<file path="src/rtl/cqf_pkg.sv">
package cqf_pkg;
   typedef enum logic [1:0] {
      ST_IDLE  = 2'd0,
      ST_ALLOC = 2'd1,
      ST_ISSUE = 2'd2
   } cqf_state_e;
endpackage

</file>
<file path="src/rtl/cqf_burst_sizer.sv">
module cqf_burst_sizer #(
   parameter int IW      = 16,
   parameter int LDEPTH  = 8,
   parameter int HMAXLOG = 8,
   localparam int LAW    = $clog2(LDEPTH),
   localparam int HLW    = $clog2(HMAXLOG + 1)
) (
   input  logic [IW-1:0]  host_pos,
   input  logic [HLW-1:0] host_log2,
   input  logic [LAW-1:0] local_slot,
   input  logic [IW-1:0]  rem_pend,
   input  logic [IW-1:0]  rem_grant,
   output logic [IW-1:0]  host_slot,
   output logic [IW-1:0]  burst_len
);
   localparam int NLIM = 4;

   logic [IW-1:0] hdepth;
   logic [IW-1:0] limit [NLIM];
   logic [IW-1:0] best  [NLIM+1];

   assign hdepth    = IW'(1) << host_log2;
   assign host_slot = host_pos & (hdepth - IW'(1));

   assign limit[0] = hdepth - host_slot;
   assign limit[1] = IW'(LDEPTH) - IW'(local_slot);
   assign limit[2] = rem_pend;
   assign limit[3] = rem_grant;

   assign best[0] = '1;
   for (genvar k = 0; k < NLIM; k++) begin : g_min
      assign best[k+1] = (limit[k] < best[k]) ? limit[k] : best[k];
   end

   assign burst_len = best[NLIM];
endmodule

</file>
<file path="src/rtl/cqf_len_fifo.sv">
module cqf_len_fifo #(
   parameter int W     = 16,
   parameter int DEPTH = 4,
   localparam int PW   = (DEPTH > 1) ? $clog2(DEPTH) : 1
) (
   input  logic         clk,
   input  logic         rst_n,
   input  logic         push,
   input  logic [W-1:0] push_data,
   input  logic         pop,
   output logic [W-1:0] head,
   output logic         empty,
   output logic         full
);
   logic [W-1:0]  slot_q [DEPTH];
   logic [PW-1:0] wp_q, rp_q;
   logic [PW:0]   cnt_q;
   logic          do_push, do_pop;

   assign empty   = (cnt_q == '0);
   assign full    = (cnt_q == (PW+1)'(DEPTH));
   assign do_push = push && !full;
   assign do_pop  = pop && !empty;
   assign head    = slot_q[rp_q];

   for (genvar i = 0; i < DEPTH; i++) begin : g_slot
      always_ff @(posedge clk) begin
         if (!rst_n)                                slot_q[i] <= '0;
         else if (do_push && wp_q == PW'(i))        slot_q[i] <= push_data;
      end
   end

   always_ff @(posedge clk) begin
      if (!rst_n) begin
         wp_q  <= '0;
         rp_q  <= '0;
         cnt_q <= '0;
      end else begin
         if (do_push) wp_q <= (wp_q == PW'(DEPTH-1)) ? '0 : wp_q + PW'(1);
         if (do_pop)  rp_q <= (rp_q == PW'(DEPTH-1)) ? '0 : rp_q + PW'(1);
         cnt_q <= cnt_q + (PW+1)'(do_push) - (PW+1)'(do_pop);
      end
   end
endmodule

</file>
<file path="src/rtl/cqf_rdidx_wb.sv">
module cqf_rdidx_wb #(
   parameter int IW = 16
) (
   input  logic          clk,
   input  logic          rst_n,
   input  logic          retire,
   input  logic [IW-1:0] new_idx,
   input  logic          wb_ready,
   output logic          wb_valid,
   output logic [IW-1:0] wb_data
);
   always_ff @(posedge clk) begin
      if (!rst_n) begin
         wb_valid <= 1'b0;
         wb_data  <= '0;
      end else if (retire) begin
         wb_valid <= 1'b1;
         wb_data  <= new_idx;
      end else if (wb_valid && wb_ready) begin
         wb_valid <= 1'b0;
      end
   end
endmodule

</file>
<file path="src/rtl/cqf_fetch_seq.sv">
module cqf_fetch_seq #(
   parameter int IW        = 16,
   parameter int AW        = 32,
   parameter int LDEPTH    = 8,
   parameter int HMAXLOG   = 8,
   parameter int PKT_BYTES = 64,
   parameter int LFIFO     = 4,
   localparam int LAW      = $clog2(LDEPTH),
   localparam int HLW      = $clog2(HMAXLOG + 1),
   localparam int PKT_SH   = $clog2(PKT_BYTES)
) (
   input  logic           clk,
   input  logic           rst_n,
   input  logic           fetch_req,
   input  logic [IW-1:0]  host_wr_idx,
   input  logic [HLW-1:0] host_log2,
   input  logic [AW-1:0]  host_base,
   input  logic [AW-1:0]  rdptr_addr,
   output logic           alloc_req,
   output logic [IW-1:0]  alloc_cnt,
   input  logic [IW-1:0]  alloc_grant,
   input  logic [LAW-1:0] alloc_wr_slot,
   output logic           rd_valid,
   input  logic           rd_ready,
   output logic [AW-1:0]  rd_host_addr,
   output logic [LAW-1:0] rd_slot,
   output logic [IW-1:0]  rd_len,
   input  logic           rsp_valid,
   output logic           done_wake,
   output logic           stalled,
   output logic [IW-1:0]  host_rd_idx,
   input  logic           local_rd_adv,
   input  logic [IW-1:0]  local_rd_new,
   output logic           wb_valid,
   input  logic           wb_ready,
   output logic [AW-1:0]  wb_addr,
   output logic [IW-1:0]  wb_data
);
   import cqf_pkg::*;

   if (LDEPTH < 2 || (LDEPTH & (LDEPTH - 1)) != 0) begin : g_bad_ldepth
      initial $fatal(1, "LDEPTH must be a power of two >= 2");
   end
   if (HMAXLOG >= IW || LDEPTH >= (1 << (IW - 1))) begin : g_bad_iw
      initial $fatal(1, "IW too narrow for ring depths");
   end
   if ((PKT_BYTES & (PKT_BYTES - 1)) != 0) begin : g_bad_pkt
      initial $fatal(1, "PKT_BYTES must be a power of two");
   end
   if (LFIFO < 1) begin : g_bad_fifo
      initial $fatal(1, "LFIFO must be at least 1");
   end

   cqf_state_e    st_q;
   logic          kick_q;
   logic [IW-1:0] pend_q, hrd_q, hpos_q, rpend_q, rgrant_q, series_q;
   logic [LAW-1:0] lslot_q;
   logic          stall_q, wake_q;

   logic          busy, trig, consume, fire, pop;
   logic [IW-1:0] pending, blen, hslot, head_len;
   logic          fifo_empty, fifo_full;

   assign busy    = (st_q != ST_IDLE) || (series_q != '0);
   assign pending = host_wr_idx - hrd_q;
   assign trig    = fetch_req ||
                    (local_rd_adv && (stall_q || (host_wr_idx != hrd_q)));
   assign consume = (st_q == ST_IDLE) && kick_q && !busy;
   assign fire    = rd_valid && rd_ready;
   assign pop     = rsp_valid && !fifo_empty;

   cqf_burst_sizer #(.IW(IW), .LDEPTH(LDEPTH), .HMAXLOG(HMAXLOG)) u_sizer (
      .host_pos   (hpos_q),
      .host_log2  (host_log2),
      .local_slot (lslot_q),
      .rem_pend   (rpend_q),
      .rem_grant  (rgrant_q),
      .host_slot  (hslot),
      .burst_len  (blen)
   );

   cqf_len_fifo #(.W(IW), .DEPTH(LFIFO)) u_lenq (
      .clk       (clk),
      .rst_n     (rst_n),
      .push      (fire),
      .push_data (blen),
      .pop       (pop),
      .head      (head_len),
      .empty     (fifo_empty),
      .full      (fifo_full)
   );

   cqf_rdidx_wb #(.IW(IW)) u_wb (
      .clk      (clk),
      .rst_n    (rst_n),
      .retire   (local_rd_adv),
      .new_idx  (local_rd_new),
      .wb_ready (wb_ready),
      .wb_valid (wb_valid),
      .wb_data  (wb_data)
   );

   assign alloc_req    = (st_q == ST_ALLOC);
   assign alloc_cnt    = pend_q;
   assign rd_valid     = (st_q == ST_ISSUE) && !fifo_full;
   assign rd_slot      = lslot_q;
   assign rd_len       = blen;
   assign rd_host_addr = host_base + (AW'(hslot) << PKT_SH);
   assign done_wake    = wake_q;
   assign stalled      = stall_q;
   assign host_rd_idx  = hrd_q;
   assign wb_addr      = rdptr_addr;

   always_ff @(posedge clk) begin
      if (!rst_n) begin
         st_q     <= ST_IDLE;
         kick_q   <= 1'b0;
         pend_q   <= '0;
         hrd_q    <= '0;
         hpos_q   <= '0;
         lslot_q  <= '0;
         rpend_q  <= '0;
         rgrant_q <= '0;
         series_q <= '0;
         stall_q  <= 1'b0;
         wake_q   <= 1'b0;
      end else begin
         kick_q <= trig || (kick_q && !consume);
         wake_q <= pop && (series_q == head_len);

         if (st_q == ST_ALLOC && alloc_grant != '0) series_q <= alloc_grant;
         else if (pop)                               series_q <= series_q - head_len;

         unique case (st_q)
            ST_IDLE: begin
               if (consume && pending != '0) begin
                  pend_q <= pending;
                  st_q   <= ST_ALLOC;
               end
            end
            ST_ALLOC: begin
               if (alloc_grant == '0) begin
                  stall_q <= 1'b1;
                  st_q    <= ST_IDLE;
               end else begin
                  stall_q  <= 1'b0;
                  hpos_q   <= hrd_q;
                  hrd_q    <= hrd_q + alloc_grant;
                  lslot_q  <= alloc_wr_slot - LAW'(alloc_grant);
                  rpend_q  <= pend_q;
                  rgrant_q <= alloc_grant;
                  st_q     <= ST_ISSUE;
               end
            end
            ST_ISSUE: begin
               if (fire) begin
                  hpos_q   <= hpos_q + blen;
                  lslot_q  <= lslot_q + LAW'(blen);
                  rpend_q  <= rpend_q - blen;
                  rgrant_q <= rgrant_q - blen;
                  if (rgrant_q == blen) begin
                     st_q <= ST_IDLE;
                     if (rpend_q != blen) stall_q <= 1'b1;
                  end
               end
            end
            default: st_q <= ST_IDLE;
         endcase
      end
   end
endmodule

</file>
<file path="config.mk">
export PLATFORM = sky130hd
export DESIGN_NAME = cqf_fetch_seq
export DESIGN_NICKNAME = d
export VERILOG_FILES = /design/src/rtl/cqf_pkg.sv /design/src/rtl/cqf_burst_sizer.sv /design/src/rtl/cqf_len_fifo.sv /design/src/rtl/cqf_rdidx_wb.sv /design/src/rtl/cqf_fetch_seq.sv
export SDC_FILE = /design/constraint.sdc
export NUM_CORES = 1
export LEC_CHECK = 0
export CAP_MARGIN = 20
export CELL_PAD_IN_SITES_DETAIL_PLACEMENT = 0
export CELL_PAD_IN_SITES_GLOBAL_PLACEMENT = 1
export CORE_ASPECT_RATIO = 0.75
export CORE_MARGIN = 2
export CORE_UTILIZATION = 44
export CTS_CLUSTER_DIAMETER = 60
export DETAILED_ROUTE_END_ITERATION = 16
export GPL_ROUTABILITY_DRIVEN = 0
export PLACE_DENSITY = 0.89
export SKIP_CTS_REPAIR_TIMING = 1
export SLEW_MARGIN = 40
export SYNTH_ARGS = -nofsm -noshare
export SYNTH_HDL_FRONTEND = slang
export SYNTH_SLANG_ARGS = --single-unit
export TNS_END_PERCENT = 10
</file>
<file path="constraint.sdc">
create_clock -name clk -period 43.3 [get_ports clk]
set_clock_uncertainty 0.05 [all_clocks]
set_input_delay 8.66 -clock clk [delete_from_list [all_inputs] [get_ports clk]]
set_output_delay 8.66 -clock clk [all_outputs]
set_load 0.01 [all_outputs]
</file>
==> summary.md <==
| Metric | Value |
|---|---|
| Outcome | `completed` |
| Layout cell share with drive strength beyond 1 | `0.0601` |
| Register bit total from synthesis | `193` |
| Most frequent cell after synthesis | `nor2_1` |
| Post-synth EDFFs | `64` |
| Layout Utilization | `0.521` |
| Setup CP Type | `in2out` |
| Top-area cell type share of the netlist area | `0.160` |
| Drt drc | `0` |
| Initial antenna violation count | `0` |
| Tot GR Track Use | `0.272` |
| Sw power | `0.724 mW` |
| Initial Utilization | `0.448` |
| Commonest register cell after synthesis | `dfxtp_1` |
| Nets | `2,372` |
| Int Pwr | `0.681 mW` |
| Crit path arrival time | `20.24 ns` |
| TritonRoute pass-1 iters | `5` |
| Sequential power share | `0.187` |
| Req. time, crit path | `34.59 ns` |
| RSZ-0062 raised after global routing | `false` |
| Largest net degree at the start of global routing | `between 70 and 80` |
| Worst-case clock buffer depth | `2` |
| Site Rows | `60` |
| CTS buffer count | `17` |
| Fin crit period | `28.95 ns` |
| Rel. slew slack | `0.432` |
| Final Cycle Share | `0.669` |
| Crit path launch type | `input pin` |
| Area growth, synth to finish | `16.1%` |
| Max Freq | `0.0345 GHz` |
| Via/cell ratio | `~6` |
| Worst hold path class | `reg2reg` |
| Wire length per cell | `20.3 um` |
| Die Width | `225 um` |
| Total die area | `0.0382 mm^2` |
| Final setup fails | `0` |
| Crit-path slowest cell | `clkdlybuf4s50_1` |
| Library cells used by synthesis | `105` |
| Ys Warns | `0` |
| Max cap viols | `0` |
| I/O Pins | `262` |
| CTS tree | `built` |
| Synth top cells by count | `nor2_1 (253), nand2_1 (188), inv_1 (167)` |
| Filler Cell Count | `3,370` |
| Synth area leaders | `dfxtp_1 (16%), edfxtp_1 (12%), ha_1 (11%)` |
| Fin Setup TNS | `0 ns` |
| Clock Tree Root | `clkbuf_16` |
| Slew @ Worst Pin | `0.851 ns` |
| Num Clock Sinks | `193` |
| Area of the core | `0.0360 mm^2` |
| Area of the multi-input gates | `0.0104 mm^2` |
| Switch share | `0.515` |
| Sequential share of the synthesized area | `0.279` |
| Post-Synthesis Cells | `1,994` |
| Clock transition at path regs | `0.08 ns` |
| Worst-Skew Late Latency | `0.47 ns` |
| First-pass GRT wire length | `80,800 um` |
| PortBufs | `~190` |
| Grt ovf | `0` |
| Max VDD drop | `0.0749 mV` |
| Pins Over Slew Limit | `0` |
| Initial DRC Count | `1,682` |
| Leak pwr | `7.69 nW` |
| Die H | `170 um` |
| Vias | `15,300` |
| Async set-reset flop share out of synthesis | `0` |
| Vias in the first global route | `14,100` |
| DP HPWL | `39,900 um` |
| H-tree depth | `4` |
| Area leader, netlist | `dfxtp_1` |
| Syn_area_per_cell | `a little over 8 um^2` |
| Max incr delay on CP | `0.84 ns` |
| Crit-path max FO | `38` |
| Endpoints failing hold | `0` |
| Power Density | `~75 mW/mm^2` |
| Logic pwr share | `0.692` |
| DRT antenna net count | `0` |
| Final Power | `1.40 mW` |
| Sequential Area | `approximately 0.0045 mm^2` |
| WL final | `52,400 um` |
| Clock Power Share | `0.121` |
| ANT cells | `0` |
| Worst Setup End Kind | `output port` |
| Cell Area, Synth | `around 0.016 mm^2` |
==> worst paths after layout <==
check / start / endpoint / slack (ns) / cells past startpoint
max: host_log2[0] / rd_len[6] / 14.35 / 43
min: u_lenq.rp_q[1]$_SDFFE_PN0P_ / flip-flop / 0.44 / 2
max reg2reg: hpos_q[1]$_SDFFE_PN0P_ / rgrant_q[8]$_SDFFE_PN0P_ / 31.19 / 49
min reg2reg: u_lenq.rp_q[1]$_SDFFE_PN0P_ / flip-flop / 0.44 / 2
==> sequential cells by signal, indices dropped and copies added, names as in the netlist, 2 cells and up, named ones only <==
register       flops
u_lenq.slot_q     64
alloc_cnt         16
host_rd_idx       16
rgrant_q          16
rpend_q           16
series_q          16
u_wb.wb_data      16
hpos_q            15
rd_slot            3
u_lenq.cnt_q       3
st_q               2
u_lenq.rp_q        2
u_lenq.wp_q        2
==> stage by stage <==
step	hold slack, ns	instances	cell area, um^2	setup WS, ns
2_1_floorplan	0.394	2005	16200	16.64
3_3_place_gp	0.416	2544	18100	14.73
3_5_place_dp	0.426	2545	18100	14.35
4_1_cts	0.438	2577	18700	14.26
5_1_grt	0.464	2578	18700	13.58
6_report	0.443	2578	18700	14.35
==> power groups by stage <==
| stage | Sequential [mW] | Clock (mW) | Combinational [mW] |
|---|---|---|---|
| after floorplan | 0.248 | 0 | 0.716 |
| after global placement | 0.264 | 0 | 0.931 |
| after detailed placement | 0.265 | 0 | 0.946 |
| after CTS | 0.261 | 0.171 | 0.953 |
| after global routing | 0.266 | 0.178 | 1.06 |
| final | 0.262 | 0.170 | 0.972 |
==> cell families after synthesis <==
| group | Yosys count | synth area share |
|---|---|---|
| multiplexers | 60 | 0.0525 |
| buffers and inverters | 299 | 0.0836 |
| adder cells (fa/ha/maj) | 158 | 0.125 |
| other | 2 | 0.000466 |
| AND/OR/NAND/NOR | 652 | 0.188 |
| AO/OA/AOI/OAI | 521 | 0.212 |
| XOR/XNOR | 109 | 0.0592 |
| flip-flops | 193 | 0.279 |
==> final cells by class <==
| class | count | share of cell area |
|---|---|---|
| timing repair buffer | 207 | 0.108 |
| inverter | 168 | 0.0338 |
| sequential | 193 | 0.241 |
| tap | 465 | 0.0311 |
| clock buffer | 18 | 0.0229 |
| multi-input combinational | 1513 | 0.554 |
| clock inverter | 14 | 0.00982 |
==> cells in the final DEF, fill, tap and decap left out, types with 19 or more instances in the layout <==
master	count
a211oi_1	29
a21o_1	29
a21oi_1	158
a31oi_1	23
buf_4	19
clkdlybuf4s50_1	183
dfxtp_1	129
edfxtp_1	64
ha_1	138
inv_1	166
mux2i_1	38
nand2_1	185
nand2b_1	20
nand3_1	31
nand4_1	23
nor2_1	252
nor2b_1	25
nor3_1	27
o21ai_0	108
xnor2_1	77
xor2_1	32
==> routing by layer <==
metal | track usage | wire length (um) | up-vias
met5 | 0 | 0 | -
met4 | 0.0919 | 1550 | 0
met3 | 0.0554 | 4720 | 96
met2 | 0.406 | 22500 | 689
met1 | 0.390 | 23600 | 7291
li1 | - | - | 7228
==> critical path, delay by kind of cell <==
family	cells	cell delay, ns
mux	2	0.66
simple gates	10	2.91
buf+inv	9	2.77
xor+xnor	1	0.11
fa+ha+maj	5	1.43
compound gates	16	3.64
Note: power is estimated with default switching activity, not from simulation.
